`config.mk`:
```
export PLATFORM = sky130hd
export DESIGN_NAME = acc_cpu
export DESIGN_NICKNAME = d
export VERILOG_FILES = /design/src/rtl/acc_cpu_pkg.sv /design/src/rtl/acc_cpu_ctrl.sv /design/src/rtl/acc_cpu_dpath.sv /design/src/rtl/acc_cpu.sv
export SDC_FILE = /design/constraint.sdc
export NUM_CORES = 1
export LEC_CHECK = 0
export BUFFER_PORTS_ARGS = -buffer_cell sky130_fd_sc_hd__buf_2
export CELL_PAD_IN_SITES_DETAIL_PLACEMENT = 0
export CELL_PAD_IN_SITES_GLOBAL_PLACEMENT = 2
export CORE_MARGIN = 5
export CORE_UTILIZATION = 35
export DETAILED_ROUTE_END_ITERATION = 8
export PLACE_DENSITY_LB_ADDON = 0.1
export REMOVE_ABC_BUFFERS = 1
export SLEW_MARGIN = 20
export SYNTH_ARGS = -nofsm -noshare
export SYNTH_HDL_FRONTEND = slang
export SYNTH_HIERARCHICAL = 1
export SYNTH_SLANG_ARGS = --single-unit
```
`constraint.sdc`:
```
create_clock -name clk -period 3 [get_ports clk]
set_clock_uncertainty 0.05 [all_clocks]
set_input_delay 0.6 -clock clk [delete_from_list [all_inputs] [get_ports clk]]
set_output_delay 0.6 -clock clk [all_outputs]
set_load 0.005 [all_outputs]
```
`src/rtl/acc_cpu_pkg.sv`:
```
package acc_cpu_pkg;

  typedef enum logic [3:0] {
    ST_FADR, ST_FRD, ST_FCAP, ST_DEC,
    ST_ORD, ST_OCAP, ST_OWR, ST_EXE, ST_INT
  } state_t;

  typedef enum logic [2:0] {
    OP_NOP, OP_LOAD, OP_ADD, OP_STORE, OP_JUMP, OP_RETI
  } op_t;

  localparam logic [3:0] CODE_LOAD  = 4'h1;
  localparam logic [3:0] CODE_STORE = 4'h2;
  localparam logic [3:0] CODE_ADD   = 4'h5;
  localparam logic [3:0] CODE_JUMP  = 4'h8;
  localparam logic [3:0] CODE_RETI  = 4'hF;

  function automatic op_t op_decode(input logic [3:0] code);
    case (code)
      CODE_LOAD:  return OP_LOAD;
      CODE_STORE: return OP_STORE;
      CODE_ADD:   return OP_ADD;
      CODE_JUMP:  return OP_JUMP;
      CODE_RETI:  return OP_RETI;
      default:    return OP_NOP;
    endcase
  endfunction

endpackage

```
`src/rtl/acc_cpu_ctrl.sv`:
```
module acc_cpu_ctrl
  import acc_cpu_pkg::*;
(
  input  logic   clk,
  input  logic   rst,
  input  op_t    op_now,
  input  logic   irq,
  input  logic   int_en,
  output state_t state,
  output logic   take_int,
  output logic   rd_cyc,
  output logic   wr_cyc
);

  state_t nxt;

  always_ff @(posedge clk) begin
    if (rst) state <= ST_FADR;
    else     state <= nxt;
  end

  always_comb begin
    nxt = state;
    case (state)
      ST_FADR: nxt = ST_FRD;
      ST_FRD:  nxt = ST_FCAP;
      ST_FCAP: nxt = ST_DEC;
      ST_DEC: begin
        if (op_now == OP_LOAD || op_now == OP_ADD) nxt = ST_ORD;
        else if (op_now == OP_STORE)               nxt = ST_OWR;
        else                                       nxt = ST_EXE;
      end
      ST_ORD:  nxt = ST_OCAP;
      ST_OCAP: nxt = ST_EXE;
      ST_OWR:  nxt = ST_EXE;
      ST_EXE:  nxt = ST_INT;
      ST_INT:  nxt = ST_FADR;
      default: nxt = ST_FADR;
    endcase
  end

  assign take_int = (state == ST_INT) && irq && int_en;
  assign rd_cyc   = (state == ST_FRD) || (state == ST_ORD);
  assign wr_cyc   = (state == ST_OWR);

  AST_RD_WR_EXCL: assert property (@(posedge clk) disable iff (rst)
    !(rd_cyc && wr_cyc));
  AST_ACK_SINGLE: assert property (@(posedge clk) disable iff (rst)
    take_int |=> !take_int);
  AST_ACK_THEN_FETCH: assert property (@(posedge clk) disable iff (rst)
    take_int |=> (state == ST_FADR));

endmodule

```
`src/rtl/acc_cpu_dpath.sv`:
```
module acc_cpu_dpath
  import acc_cpu_pkg::*;
#(
  parameter int DATA_W = 16,
  parameter int ADDR_W = 12,
  parameter logic [ADDR_W-1:0] RESET_PC   = '0,
  parameter logic [ADDR_W-1:0] HANDLER_PC = 'h0F0
)(
  input  logic              clk,
  input  logic              rst,
  input  state_t            state,
  input  logic              take_int,
  input  logic [DATA_W-1:0] mem_rdata,
  output op_t               op_now,
  output logic              int_en,
  output logic [ADDR_W-1:0] mar_q,
  output logic [DATA_W-1:0] mbr_q
);

  localparam int OP_W = DATA_W - ADDR_W;

  logic [ADDR_W-1:0] pc_q, saved_q;
  logic [DATA_W-1:0] ir_q, acc_q;
  op_t               op_ir;

  function automatic logic [ADDR_W-1:0] pc_step(input logic [ADDR_W-1:0] p);
    return p + {{(ADDR_W-1){1'b0}}, 1'b1};
  endfunction

  function automatic logic [DATA_W-1:0] acc_sum(input logic [DATA_W-1:0] a,
                                                input logic [DATA_W-1:0] b);
    return a + b;
  endfunction

  assign op_ir  = op_decode(ir_q[DATA_W-1 -: OP_W]);
  assign op_now = (state == ST_DEC) ? op_decode(mbr_q[DATA_W-1 -: OP_W]) : op_ir;

  // named events for the checks below
  logic dec_ev, fetch_rd_ev, reti_ev, store_ev;
  assign dec_ev      = (state == ST_DEC);
  assign fetch_rd_ev = (state == ST_FRD);
  assign reti_ev     = (state == ST_EXE) && (op_ir == OP_RETI);
  assign store_ev    = (state == ST_OWR);

  always_ff @(posedge clk) begin
    if (rst) begin
      pc_q    <= RESET_PC;
      saved_q <= '0;
      mar_q   <= '0;
      mbr_q   <= '0;
      ir_q    <= '0;
      acc_q   <= '0;
      int_en  <= 1'b1;
    end else begin
      case (state)
        ST_FADR: mar_q <= pc_q;
        ST_FCAP: mbr_q <= mem_rdata;
        ST_DEC: begin
          ir_q  <= mbr_q;
          pc_q  <= pc_step(pc_q);
          mar_q <= mbr_q[ADDR_W-1:0];
          mbr_q <= acc_q;
        end
        ST_OCAP: mbr_q <= mem_rdata;
        ST_EXE: begin
          case (op_ir)
            OP_LOAD: acc_q <= mbr_q;
            OP_ADD:  acc_q <= acc_sum(acc_q, mbr_q);
            OP_JUMP: pc_q  <= ir_q[ADDR_W-1:0];
            OP_RETI: begin
              pc_q   <= saved_q;
              int_en <= 1'b1;
            end
            default: ;
          endcase
        end
        ST_INT: begin
          if (take_int) begin
            saved_q <= pc_q;
            pc_q    <= HANDLER_PC;
            int_en  <= 1'b0;
          end
        end
        default: ;
      endcase
    end
  end

  AST_PC_STEP: assert property (@(posedge clk) disable iff (rst)
    dec_ev |=> (pc_q == pc_step($past(pc_q))));
  AST_FETCH_AT_PC: assert property (@(posedge clk) disable iff (rst)
    fetch_rd_ev |-> (mar_q == pc_q));
  AST_STORE_DATA: assert property (@(posedge clk) disable iff (rst)
    store_ev |-> (mbr_q == acc_q));
  AST_HANDLER_ENTRY: assert property (@(posedge clk) disable iff (rst)
    take_int |=> (pc_q == HANDLER_PC) && !int_en && (saved_q == $past(pc_q)));
  AST_NO_TAKE_MASKED: assert property (@(posedge clk) disable iff (rst)
    !int_en |-> !take_int);
  AST_RETI_RESTORE: assert property (@(posedge clk) disable iff (rst)
    reti_ev |=> int_en && (pc_q == $past(saved_q)));

endmodule

```
`src/rtl/acc_cpu.sv`:
```
module acc_cpu
  import acc_cpu_pkg::*;
#(
  parameter int DATA_W = 16,
  parameter logic [DATA_W-5:0] RESET_PC   = '0,
  parameter logic [DATA_W-5:0] HANDLER_PC = 'h0F0
)(
  input  logic              clk,
  input  logic              rst,
  output logic [DATA_W-5:0] mem_addr,
  output logic [DATA_W-1:0] mem_wdata,
  input  logic [DATA_W-1:0] mem_rdata,
  output logic              mem_rd,
  output logic              mem_wr,
  input  logic              irq,
  output logic              irq_ack
);

  localparam int ADDR_W = DATA_W - 4;

  state_t state;
  op_t    op_now;
  logic   int_en, take_int;

  acc_cpu_ctrl i_ctrl (
    .clk      (clk),
    .rst      (rst),
    .op_now   (op_now),
    .irq      (irq),
    .int_en   (int_en),
    .state    (state),
    .take_int (take_int),
    .rd_cyc   (mem_rd),
    .wr_cyc   (mem_wr)
  );

  acc_cpu_dpath #(
    .DATA_W     (DATA_W),
    .ADDR_W     (ADDR_W),
    .RESET_PC   (RESET_PC),
    .HANDLER_PC (HANDLER_PC)
  ) i_dpath (
    .clk       (clk),
    .rst       (rst),
    .state     (state),
    .take_int  (take_int),
    .mem_rdata (mem_rdata),
    .op_now    (op_now),
    .int_en    (int_en),
    .mar_q     (mem_addr),
    .mbr_q     (mem_wdata)
  );

  assign irq_ack = take_int;

endmodule

```
==> out/summary.log, run 1 <==
[floorplan] number of standard-cell rows in the floorplan 43
[logic_synthesis] synthesized instance count 600
[logic_synthesis] dominant cell type by area after synthesis sky130_fd_sc_hd__dfxtp_1
[floorplan] effective utilization at floorplan 35.28%
[logic_synthesis] top-count cell post-synth sky130_fd_sc_hd__nand2_1
[cts] post-CTS setup repair buffer count 0
[finish] number of nets at the end of the flow 673
[setup_path] cells traversed along the worst timing path ha_1 > inv_1 > fa_1 > and2b_1 > nor2_1 > o21ai_2 > a41oi_1 > o31a_1 > xor2_1 > a211oi_2
[power_and_ir_drop] leakage 2.089 nW
[setup_path] crit-path max FO 5
[logic_synthesis] Post-synth ARST share 0%
[min_path] cell depth of the worst hold path 2
[grt] first-pass GRT wire length 22800 um
[logic_synthesis] prevailing post-synth register cell sky130_fd_sc_hd__dfxtp_1
[cts] clock-pin slew of the registers on the worst-case setup and hold paths 0.06 ns
[grt] overall routing resource usage 17.64%
[cts] clock root buffer sky130_fd_sc_hd__clkbuf_16
[setup_path] Top delay family on crit path compound AO/OA/AOI/OAI gates
[setup_path] endpoint of the lowest-slack register-to-register path i_dpath/acc_q[14]
[cts] H-tree levels 3
[cts] clock insertion delay at the later pin of the skew report 0.35 ns
[cts] Hold Buf Count CTS 0
[finish] fraction of final layout cells sized beyond drive strength 1 17.13%
[sta] accumulated negative setup slack 0 ns
[grt] via count of the first global-routing pass 4345
[drt] total number of vias 4431
[logic_synthesis] Synth Warn # 6
[sta] remaining max-slew budget at the tightest pin 42.59%
[logic_synthesis] number of enable flip-flop cells after synthesis 0
[min_path] source of the worst hold timing path i_dpath/saved_q[5]
[drt] remaining antenna violation count after routing 0
[min_path] worst min-delay path endpoint i_dpath/saved_q[5]
[drt] remaining routing DRC violations 0
[setup_path] worst r2r path cells 10
[placement] routability congestion estimate 0.7802
[logic_synthesis] top-area cell type share of the netlist area 36.81%
[setup_path] Critical Path Stages 10
[drt] final wirelength 13920 um
[cts] largest buffer count on any clock path 2
[drt] drt via density 5.391
[sta] max frequency 394.3 MHz
[finish] signed area change from the synthesized netlist to the final layout 15.82%
[placement] number of input and output port buffers inserted 49
[sta] number of failing hold endpoints at the final stage 0
[sta] Final period util 84.53%
[sta] slew at the pin closest to its max-slew limit 0.8602 ns
[grt] largest net degree at the start of global routing 51
[logic_synthesis] total of flip-flops plus latches after synthesis 89
[setup_path] Worst setup SP type flop
[job] max-cap check violation count 0
[drt] total iterations of the first detailed-routing run 4
[finish] count of inserted antenna diode cells 0
[setup_path] worst setup path start i_dpath/mbr_q[0]
[cts] CTS tree yes
[grt] number of antenna violations at the first check in global routing 0
[setup_path] arrival time of the worst setup path 2.76 ns
[setup_path] FF-to-FF Start i_dpath/mbr_q[0]
[finish] combined flip-flop and latch cell area 1782 um2
[floorplan] vertical extent of the die 127.6 um
[setup_path] Worst Setup End Kind flop
[sta] time the final worst path needs with I/O delays and setup 2.536 ns
[sta] Final setup viols 0
[sta] Max Slew Vio Count 0
[sta] unrepaired setup endpoints after global routing false
[run_status] status completed
[setup_path] CP required 3.22 ns
[power_and_ir_drop] total chip power 0.003018 W
[setup_path] Crit Path Category flop to flop
[power_and_ir_drop] worst supply voltage drop on vdd 0.0002398 V
[floorplan] count of pins on the block boundary 50
[floorplan] area of the die 16280 um2
[logic_synthesis] dominant cells by area after synthesis sky130_fd_sc_hd__dfxtp_1, sky130_fd_sc_hd__nand2_1, sky130_fd_sc_hd__a21oi_1, sky130_fd_sc_hd__ha_1, sky130_fd_sc_hd__a22oi_1
[power_and_ir_drop] power per cell area 538.5 nW/um2
[setup_path] Bufs and invs on worst path 1
[floorplan] standard cell core area 13720 um2
[logic_synthesis] most instantiated cells after synthesis sky130_fd_sc_hd__nand2_1, sky130_fd_sc_hd__dfxtp_1, sky130_fd_sc_hd__a21oi_1
[finish] number of filler cells placed in the layout 1463
[grt] global-route congestion overflow total 0
[drt] average wire per cell in the routed design 16.94 um
[cts] CTS Sinks 89
[logic_synthesis] Syn Area/Cell 8.066 um2
[logic_synthesis] Mapped Area 4840 um2
[cts] number of CTS-inserted buffers 9
[logic_synthesis] count of different cell masters after synthesis 71
[placement] sum of net half-perimeters after detailed placement 9756 um
[cts] CTS-repair resized insts 0
[finish] multi-input gate area in the final layout 2826 um2
[floorplan] Die X-Extent 127.6 um
[setup_path] delay of the slowest cell on the worst path 0.39 ns
[drt] Iteration-0 DRC Markers 243
[setup_path] slowest stage cell, crit path sky130_fd_sc_hd__dfxtp_1
[min_path] type of the worst min-delay path flop to flop
[logic_synthesis] fraction of the yosys area taken by sequential cells 36.81%
[setup_path] minimum setup slack among reg-to-reg paths 0.46 ns
cell type report:
cell class                 instances  share of cell area (%)
sequential                        89                   31.79
clock inverter                     5                   1.830
timing repair buffer              69                   7.277
inverter                           5                  0.3348
multi-input combinational        463                   50.42
clock buffer                      11                   4.330
tap                              180                   4.018
worst max path at each step:
| stage | end | slack [ns] |
|---|---|---|
| after floorplan | i_dpath/acc_q[14] | 0.69 |
| after global placement | i_dpath/acc_q[14] | 0.54 |
| after detailed placement | i_dpath/acc_q[14] | 0.48 |
| after CTS | i_dpath/acc_q[14] | 0.46 |
| after global routing | i_dpath/acc_q[14] | 0.32 |
| final | i_dpath/acc_q[14] | 0.46 |
logic make-up (layout without fill, tap and decap cells):
group,count (synthesis),count (layout),synth area share (%)
xor+xnor,19,19,3.438
compound gates,185,185,25.83
flops,89,89,36.81
simple gates,229,229,21.90
mux,13,13,2.689
fa+ha+maj,17,17,4.550
buf+inv,48,90,4.783
metrics by stage:
stage / util [%] / hold WS, ns / cell area [um2] / cells / worst slack, ns
after global placement: 38.34 / 0.3914 / 5260 / 806 / 0.5352
after detailed placement: 38.34 / 0.3958 / 5260 / 806 / 0.4786
after floorplan: - / 0.3796 / 4627 / 557 / 0.6906
after CTS: 40.86 / 0.4044 / 5605 / 822 / 0.4575
final: 40.86 / 0.4044 / 5605 / 822 / 0.4640
after global routing: 40.86 / 0.4178 / 5605 / 822 / 0.3214
per-layer routing:
metal,vias up,global-route usage [%],wire length [um],part of all wire [%]
li1,2246,-,-,-
met1,2101,22.82,6429,46
met2,68,30.20,6901,50
met3,16,2.425,363,2.6
met4,0,6.055,227,1.6
met5,-,0,0,0
placed cells by master, fill, tap and decap left out, types with 4 or more instances in the layout:
master	netlist	final
sky130_fd_sc_hd__a21o_1	4	4
sky130_fd_sc_hd__a21oi_1	70	70
sky130_fd_sc_hd__a21oi_2	6	6
sky130_fd_sc_hd__a22oi_1	19	19
sky130_fd_sc_hd__a311oi_1	14	14
sky130_fd_sc_hd__and3_1	6	6
sky130_fd_sc_hd__buf_2	11	49
sky130_fd_sc_hd__buf_4	3	19
sky130_fd_sc_hd__clkbuf_16	0	9
sky130_fd_sc_hd__dfxtp_1	89	89
sky130_fd_sc_hd__ha_1	16	16
sky130_fd_sc_hd__inv_1	5	5
sky130_fd_sc_hd__mux2i_1	13	13
sky130_fd_sc_hd__nand2_1	124	124
sky130_fd_sc_hd__nand3_1	8	8
sky130_fd_sc_hd__nand4_1	5	5
sky130_fd_sc_hd__nor2_1	37	37
sky130_fd_sc_hd__nor2b_1	4	4
sky130_fd_sc_hd__nor3_1	16	16
sky130_fd_sc_hd__o21ai_0	19	19
sky130_fd_sc_hd__o21ai_1	5	5
sky130_fd_sc_hd__o221ai_1	11	11
sky130_fd_sc_hd__o22ai_1	4	4
sky130_fd_sc_hd__o32ai_1	5	5
sky130_fd_sc_hd__xnor2_1	11	11
sky130_fd_sc_hd__xor2_1	8	8
registers in the layout, summed over array words and instances (netlist names):
register	flops
i_dpath/saved_q	12
i_dpath/pc_q	12
i_ctrl/state	4
i_dpath/mar_q	12
i_dpath/acc_q	16
i_dpath/mbr_q	16
i_dpath/int_en	1
i_dpath/ir_q	16
where the power goes:
part,switching [W],total (W),leakage (nW),internal [W]
registers,0.0000730,0.00131,0.722,0.00124
logic,0.000227,0.000381,1.20,0.000154
clock network,0.000489,0.00133,0.166,0.000836
total,0.000789,0.00302,2.09,0.00223
worst reg2reg max path, delay by kind of cell, from the launching register on:
family	cells	cell delay (ns)
xor+xnor	1	0.15
flops	1	0.39
buf+inv	1	0.06
fa+ha+maj	2	0.57
simple gates	2	0.28
compound gates	4	0.97
(Power assumes the default switching activity.)
==> run 2, diff against run 1 <==
Settings changed: CORE_UTILIZATION 35 to 32.
Clock period 3 ns to 2.18 ns, I/O delays scaled along.
==> run 2 against run 1 <==
Effect of this change:
- the run now ends with setup timing left
- fmax grew 16%
- utilization shrank 1.0 points
- sequential power is 35% higher
- sequential share of layout area fell by 2.0 points
- global-route usage down 0.52 points
- final cell count rose by 6.2%
- first-iteration DRC count fell by 21%
- critical path depth up 1
- combinational power rose by 66%
- sequential cell count unchanged
- die area grew 8.6%
- register-to-register slack worse by 0.47 ns
- largest cell class unchanged
==> out/summary.log, run 2 (synthesis gave the netlist of run 1 again) <==
[cts] Hold Buf Count CTS 0
[cts] H-tree levels 3
[power_and_ir_drop] worst supply voltage drop on vdd 0.0003457 V
[floorplan] count of pins on the block boundary 50
[sta] Hold Worst Slack 0.3058 ns
[floorplan] vertical extent of the die 133.0 um
[placement] number of input and output port buffers inserted 49
[run_status] status finished, violations left
[placement] sum of net half-perimeters after detailed placement 10480 um
[finish] signed area change from the synthesized netlist to the final layout 23.76%
[cts] CTS Sinks 89
[finish] combined flip-flop and latch cell area 1784 um2
[floorplan] standard cell core area 15030 um2
[sta] max frequency 456.7 MHz
[setup_path] CP required 2.38 ns
[grt] first-pass GRT wire length 24180 um
[run_status] violated checks setup timing
[sta] Final period util 100.5%
[drt] total number of vias 4593
[setup_path] Worst setup SP type flop
[drt] final wirelength 14790 um
[sta] unrepaired setup endpoints after global routing true
[sta] slew at the pin closest to its max-slew limit 0.8837 ns
[setup_path] crit-path max FO 2
[sta] accumulated negative setup slack -0.009819 ns
[finish] count of inserted antenna diode cells 0
[sta] time the final worst path needs with I/O delays and setup 2.190 ns
[cts] clock insertion delay at the later pin of the skew report 0.35 ns
[finish] leading cell types in the layout, fill and taps excluded sky130_fd_sc_hd__nand2_1, sky130_fd_sc_hd__dfxtp_1, sky130_fd_sc_hd__a21oi_1
[grt] via count of the first global-routing pass 4523
[min_path] type of the worst min-delay path primary input to flop
[finish] top flop regs i_dpath/acc_q (16), i_dpath/ir_q (16), i_dpath/mbr_q (16)
[sta] Max Slew Vio Count 0
[power_and_ir_drop] power per cell area 682.9 nW/um2
[finish] number of nets at the end of the flow 717
[finish] most common library cell in the layout ignoring fill and taps sky130_fd_sc_hd__nand2_1
[sta] number of failing hold endpoints at the final stage 0
[finish] fraction of final layout cells sized beyond drive strength 1 24.53%
[placement] cell area after placement 5590 um2
[drt] total iterations of the first detailed-routing run 4
[sta] setup ws final -0.009819 ns
[finish] number of filler cells placed in the layout 1571
[drt] drt via density 5.261
[floorplan] Die X-Extent 133.0 um
[power_and_ir_drop] leakage 2.297 nW
[sta] Final setup viols 1
[cts] CTS tree yes
[placement] DP Worst Slack -0.2351 ns
[finish] final instance area 5989 um2
[drt] remaining antenna violation count after routing 0
[drt] remaining routing DRC violations 0
[floorplan] number of standard-cell rows in the floorplan 45
[finish] share of the core filled with cells 39.84%
[floorplan] area of the die 17680 um2
[drt] Iteration-0 DRC Markers 193
[grt] overall routing resource usage 17.11%
[setup_path] Worst Setup End Kind flop
[placement] routability congestion estimate 0.8419
[drt] average wire per cell in the routed design 16.94 um
[cts] largest buffer count on any clock path 2
[cts] clock-pin slew of the registers on the worst-case setup and hold paths 0.06 ns
[sta] remaining max-slew budget at the tightest pin 41.03%
[grt] largest net degree at the start of global routing 34
[setup_path] arrival time of the worst setup path 2.39 ns
[cts] clock root buffer sky130_fd_sc_hd__clkbuf_16
[floorplan] effective utilization at floorplan 32.19%
[finish] multi-input gate area in the final layout 2885 um2
[grt] number of antenna violations at the first check in global routing 0
[grt] global-route congestion overflow total 0
[job] max-cap check violation count 0
[cts] number of CTS-inserted buffers 9
[setup_path] Crit Path Category flop to flop
run 2: power breakdown:
part           leakage, nW  total [W]  internal [W]  switching [W]
Combinational         1.42   0.000633      0.000264       0.000369
Clock                0.152    0.00169       0.00100       0.000686
Sequential           0.723    0.00177       0.00171      0.0000608
run 2: metal layers:
layer / global-route usage, % / part of all wire [%] / vias to the layer above
li1: - / - / 2330
met1: 20.87 / 44 / 2174
met2: 30.05 / 51 / 81
met3: 4.259 / 3.9 / 8
met4: 4.388 / 0.87 / 0
met5: 0 / 0 / -
run 2: timing repair:
action,4_1_cts,5_1_grt
gates resized for setup,10,6
pin swaps,8,3
setup buffers,1,2
setup endpoints to repair,5,7
run 2: stage by stage:
step / std cells / total power [W]
global placement: 855 / 0.002434
detailed placement: 855 / 0.002444
floorplan: 557 / 0.002109
global route: 873 / 0.004295
CTS: 871 / 0.004172
finish: 873 / 0.004090
run 2: worst paths after layout:
kind	startpoint	end	slack, ns	cells past startpoint
max	i_dpath/acc_q[0]	i_dpath/acc_q[12]	-0.01	11
min	mem_rdata[14]	i_dpath/mbr_q[14]	0.31	3
max reg2reg	i_dpath/acc_q[0]	i_dpath/acc_q[12]	-0.01	11
min reg2reg	i_dpath/saved_q[10]	i_dpath/saved_q[10]	0.40	2
run 2: area by class of cell:
cell class	instances	share of cell area (%)
Inverter	5	0.3133
Clock buffer	9	3.760
Multi-Input combinational cell	463	48.17
Clock inverter	6	1.504
Sequential cell	89	29.79
Tap cell	188	3.927
Timing Repair Buffer	113	12.53
run 2: critical path: stages (launching register included):
cell	delay, ns
sky130_fd_sc_hd__dfxtp_2	0.35
sky130_fd_sc_hd__ha_4	0.14
sky130_fd_sc_hd__inv_2	0.03
sky130_fd_sc_hd__fa_2	0.32
sky130_fd_sc_hd__and2b_1	0.23
sky130_fd_sc_hd__nor2_2	0.05
sky130_fd_sc_hd__o21ai_2	0.15
sky130_fd_sc_hd__a41oi_2	0.16
sky130_fd_sc_hd__buf_4	0.17
sky130_fd_sc_hd__o21ai_2	0.13
sky130_fd_sc_hd__xnor2_1	0.08
sky130_fd_sc_hd__a221oi_1	0.23
==> run 3, diff against run 2 <==
Settings changed: ABC_AREA set to 1, CORE_UTILIZATION 32 to 30.
==> run 3 against run 2 <==
Effect of this change:
- the run now ends clean
- worst hold slack improved by 0.026 ns
- global-route usage increased by 0.54 points
- first-iteration DRC count increased by 9.3%
- die area increased by 12%
- fmax increased by 12%
- via count increased by 12%
- sequential share of layout area decreased by 0.25 points
- sequential cell count unchanged
- critical path type unchanged
==> out/summary.log, run 3 <==
[cts] CTS tree yes
[power_and_ir_drop] leakage 2.543 nW
[floorplan] count of pins on the block boundary 50
[sta] time the final worst path needs with I/O delays and setup 1.962 ns
[drt] total iterations of the first detailed-routing run 4
[logic_synthesis] dominant cell type by area after synthesis sky130_fd_sc_hd__dfxtp_1
[logic_synthesis] fraction of the yosys area taken by sequential cells 34.86%
[logic_synthesis] dominant cells by area after synthesis sky130_fd_sc_hd__dfxtp_1, sky130_fd_sc_hd__nand2_1, sky130_fd_sc_hd__a21oi_1, sky130_fd_sc_hd__inv_1, sky130_fd_sc_hd__o21ai_0
[finish] share of the core filled with cells 36.25%
[logic_synthesis] number of enable flip-flop cells after synthesis 0
[grt] number of antenna violations at the first check in global routing 0
[logic_synthesis] top-area cell type share of the netlist area 34.86%
[placement] sum of net half-perimeters after detailed placement 12480 um
[setup_path] FF-to-FF Start i_dpath/mbr_q[0]
[sta] unrepaired setup endpoints after global routing false
[drt] remaining antenna violation count after routing 0
[floorplan] Die X-Extent 140.5 um
[finish] leading cell types in the layout, fill and taps excluded sky130_fd_sc_hd__nand2_1, sky130_fd_sc_hd__dfxtp_1, sky130_fd_sc_hd__a21oi_1
[floorplan] vertical extent of the die 140.5 um
[cts] clock root buffer sky130_fd_sc_hd__clkbuf_16
[sta] Final period util 89.99%
[setup_path] crit-path max FO 3
[cts] clock-pin slew of the registers on the worst-case setup and hold paths 0.07 ns
[run_status] status completed
[min_path] source of the worst hold timing path mem_rdata[13]
[drt] average wire per cell in the routed design 16.54 um
[setup_path] Crit Path Category flop to flop
[setup_path] arrival time of the worst setup path 2.19 ns
[setup_path] delay of the slowest cell on the worst path 0.41 ns
[finish] number of filler cells placed in the layout 1867
[cts] clock insertion delay at the later pin of the skew report 0.35 ns
[sta] remaining max-slew budget at the tightest pin 68.24%
[setup_path] cells traversed along the worst timing path ha_1 > inv_1 > fa_1 > o21ai_0 > nand3_1 > nand3_1 > nand2_1 > nand3_1 > nand2_1 > a21oi_1
[logic_synthesis] Synth Warn # 6
[setup_path] Top delay family on crit path adder cells
[setup_path] CP required 2.41 ns
[logic_synthesis] synthesized instance count 759
[logic_synthesis] Syn Area/Cell 6.734 um2
[power_and_ir_drop] worst supply voltage drop on vdd 0.0003827 V
[drt] total number of vias 5134
[finish] count of inserted antenna diode cells 0
[cts] H-tree levels 3
[cts] Hold Buf Count CTS 0
[grt] overall routing resource usage 17.66%
[setup_path] worst setup path start i_dpath/mbr_q[0]
[min_path] type of the worst min-delay path primary input to flop
[placement] routability congestion estimate 0.8246
[setup_path] slowest stage cell, crit path sky130_fd_sc_hd__fa_1
[logic_synthesis] prevailing post-synth register cell sky130_fd_sc_hd__dfxtp_1
[drt] final wirelength 17200 um
[cts] CTS Sinks 89
[setup_path] most numerous cell on the critical path sky130_fd_sc_hd__nand3_1
[logic_synthesis] count of different cell masters after synthesis 40
[sta] max frequency 509.7 MHz
[grt] via count of the first global-routing pass 5019
[floorplan] area of the die 19750 um2
[finish] most common library cell in the layout ignoring fill and taps sky130_fd_sc_hd__nand2_1
[drt] drt via density 4.937
[logic_synthesis] most instantiated cells after synthesis sky130_fd_sc_hd__nand2_1, sky130_fd_sc_hd__dfxtp_1, sky130_fd_sc_hd__a21oi_1
[placement] number of input and output port buffers inserted 49
[job] max-cap check violation count 0
[finish] signed area change from the synthesized netlist to the final layout 18.02%
[logic_synthesis] total of flip-flops plus latches after synthesis 89
[setup_path] Worst setup SP type flop
[sta] number of failing hold endpoints at the final stage 0
[floorplan] number of standard-cell rows in the floorplan 47
[sta] accumulated negative setup slack 0 ns
[grt] largest net degree at the start of global routing 51
[finish] number of nets at the end of the flow 851
[floorplan] standard cell core area 16640 um2
[cts] largest buffer count on any clock path 2
[setup_path] Bufs and invs on worst path 1
[setup_path] Worst Setup End Kind flop
[grt] first-pass GRT wire length 27520 um
[finish] fraction of final layout cells sized beyond drive strength 1 15.49%
[drt] Iteration-0 DRC Markers 211
[logic_synthesis] Post-synth ARST share 0%
[logic_synthesis] Mapped Area 5111 um2
[logic_synthesis] top-count cell post-synth sky130_fd_sc_hd__nand2_1
[grt] global-route congestion overflow total 0
[sta] Final setup viols 0
[power_and_ir_drop] power per cell area 715.9 nW/um2
[sta] Max Slew Vio Count 0
[sta] slew at the pin closest to its max-slew limit 0.4763 ns
[drt] remaining routing DRC violations 0
[cts] CTS-repair resized insts 0
[cts] number of CTS-inserted buffers 9
[finish] top flop regs i_dpath/acc_q (16), i_dpath/ir_q (16), i_dpath/mbr_q (16)
[cts] post-CTS setup repair buffer count 0
[floorplan] effective utilization at floorplan 30.71%
==> run 3: tightest hold or removal path, cell delays in order <==
cell	delay, ns
sky130_fd_sc_hd__buf_2	0.09
sky130_fd_sc_hd__nand4_1	0.08
sky130_fd_sc_hd__a31oi_1	0.08
==> run 3: where the power goes <==
part	internal, W	leakage (nW)	switching [W]
Clock	0.00105	0.157	0.000707
Combinational	0.000285	1.66	0.000454
Sequential	0.00172	0.723	0.000102
==> run 3: cell type report <==
type	count	area, um2	area share (%)
well taps	220	275.3	4.563
multi-input cells	547	2825	46.84
clock buffers	11	242.7	4.024
repair buffers	80	490.5	8.131
clock inverters	5	85.08	1.410
inverters	88	331.6	5.497
flip-flops and latches	89	1782	29.54
==> run 3: cells by family after synthesis <==
group / synth area share (%)
buffers and inverters: 9.865
flip-flops: 34.86
AO/OA/AOI/OAI: 21.27
adder cells (fa/ha/maj): 4.308
XOR/XNOR: 1.200
AND/OR/NAND/NOR: 28.27
multiplexers: 0.2203
==> run 3: per-stage QoR <==
step	instance area [um2]	setup slack, ns	instances	hold WS, ns	power, W
after floorplan	4938	0.04262	724	0.3818	0.002255
after global placement	5704	0.2758	1024	0.3890	0.002603
after detailed placement	5704	0.2184	1024	0.3946	0.002608
after CTS	6032	0.1963	1040	0.3184	0.004392
after global routing	6032	0.01253	1040	0.3307	0.004555
final	6032	0.2182	1040	0.3320	0.004318
==> run 3: metal layers <==
| layer | vias to the layer above | share of wire (%) | global-route usage, % |
|---|---|---|---|
| met5 | - | 0 | 0 |
| met1 | 2389 | 46 | 22.02 |
| met3 | 17 | 2.3 | 3.545 |
| met2 | 72 | 49 | 30.52 |
| met4 | 0 | 2.2 | 5.660 |
| li1 | 2656 | - | - |
==> run 3: final timing paths <==
path	end	slack [ns]	depth (start not counted)
worst max-delay path	i_dpath/acc_q[12]	0.22	10
worst min-delay path	i_dpath/mbr_q[13]	0.33	3
worst max register to register	i_dpath/acc_q[12]	0.22	10
worst min register to register	i_dpath/saved_q[4]	0.40	2
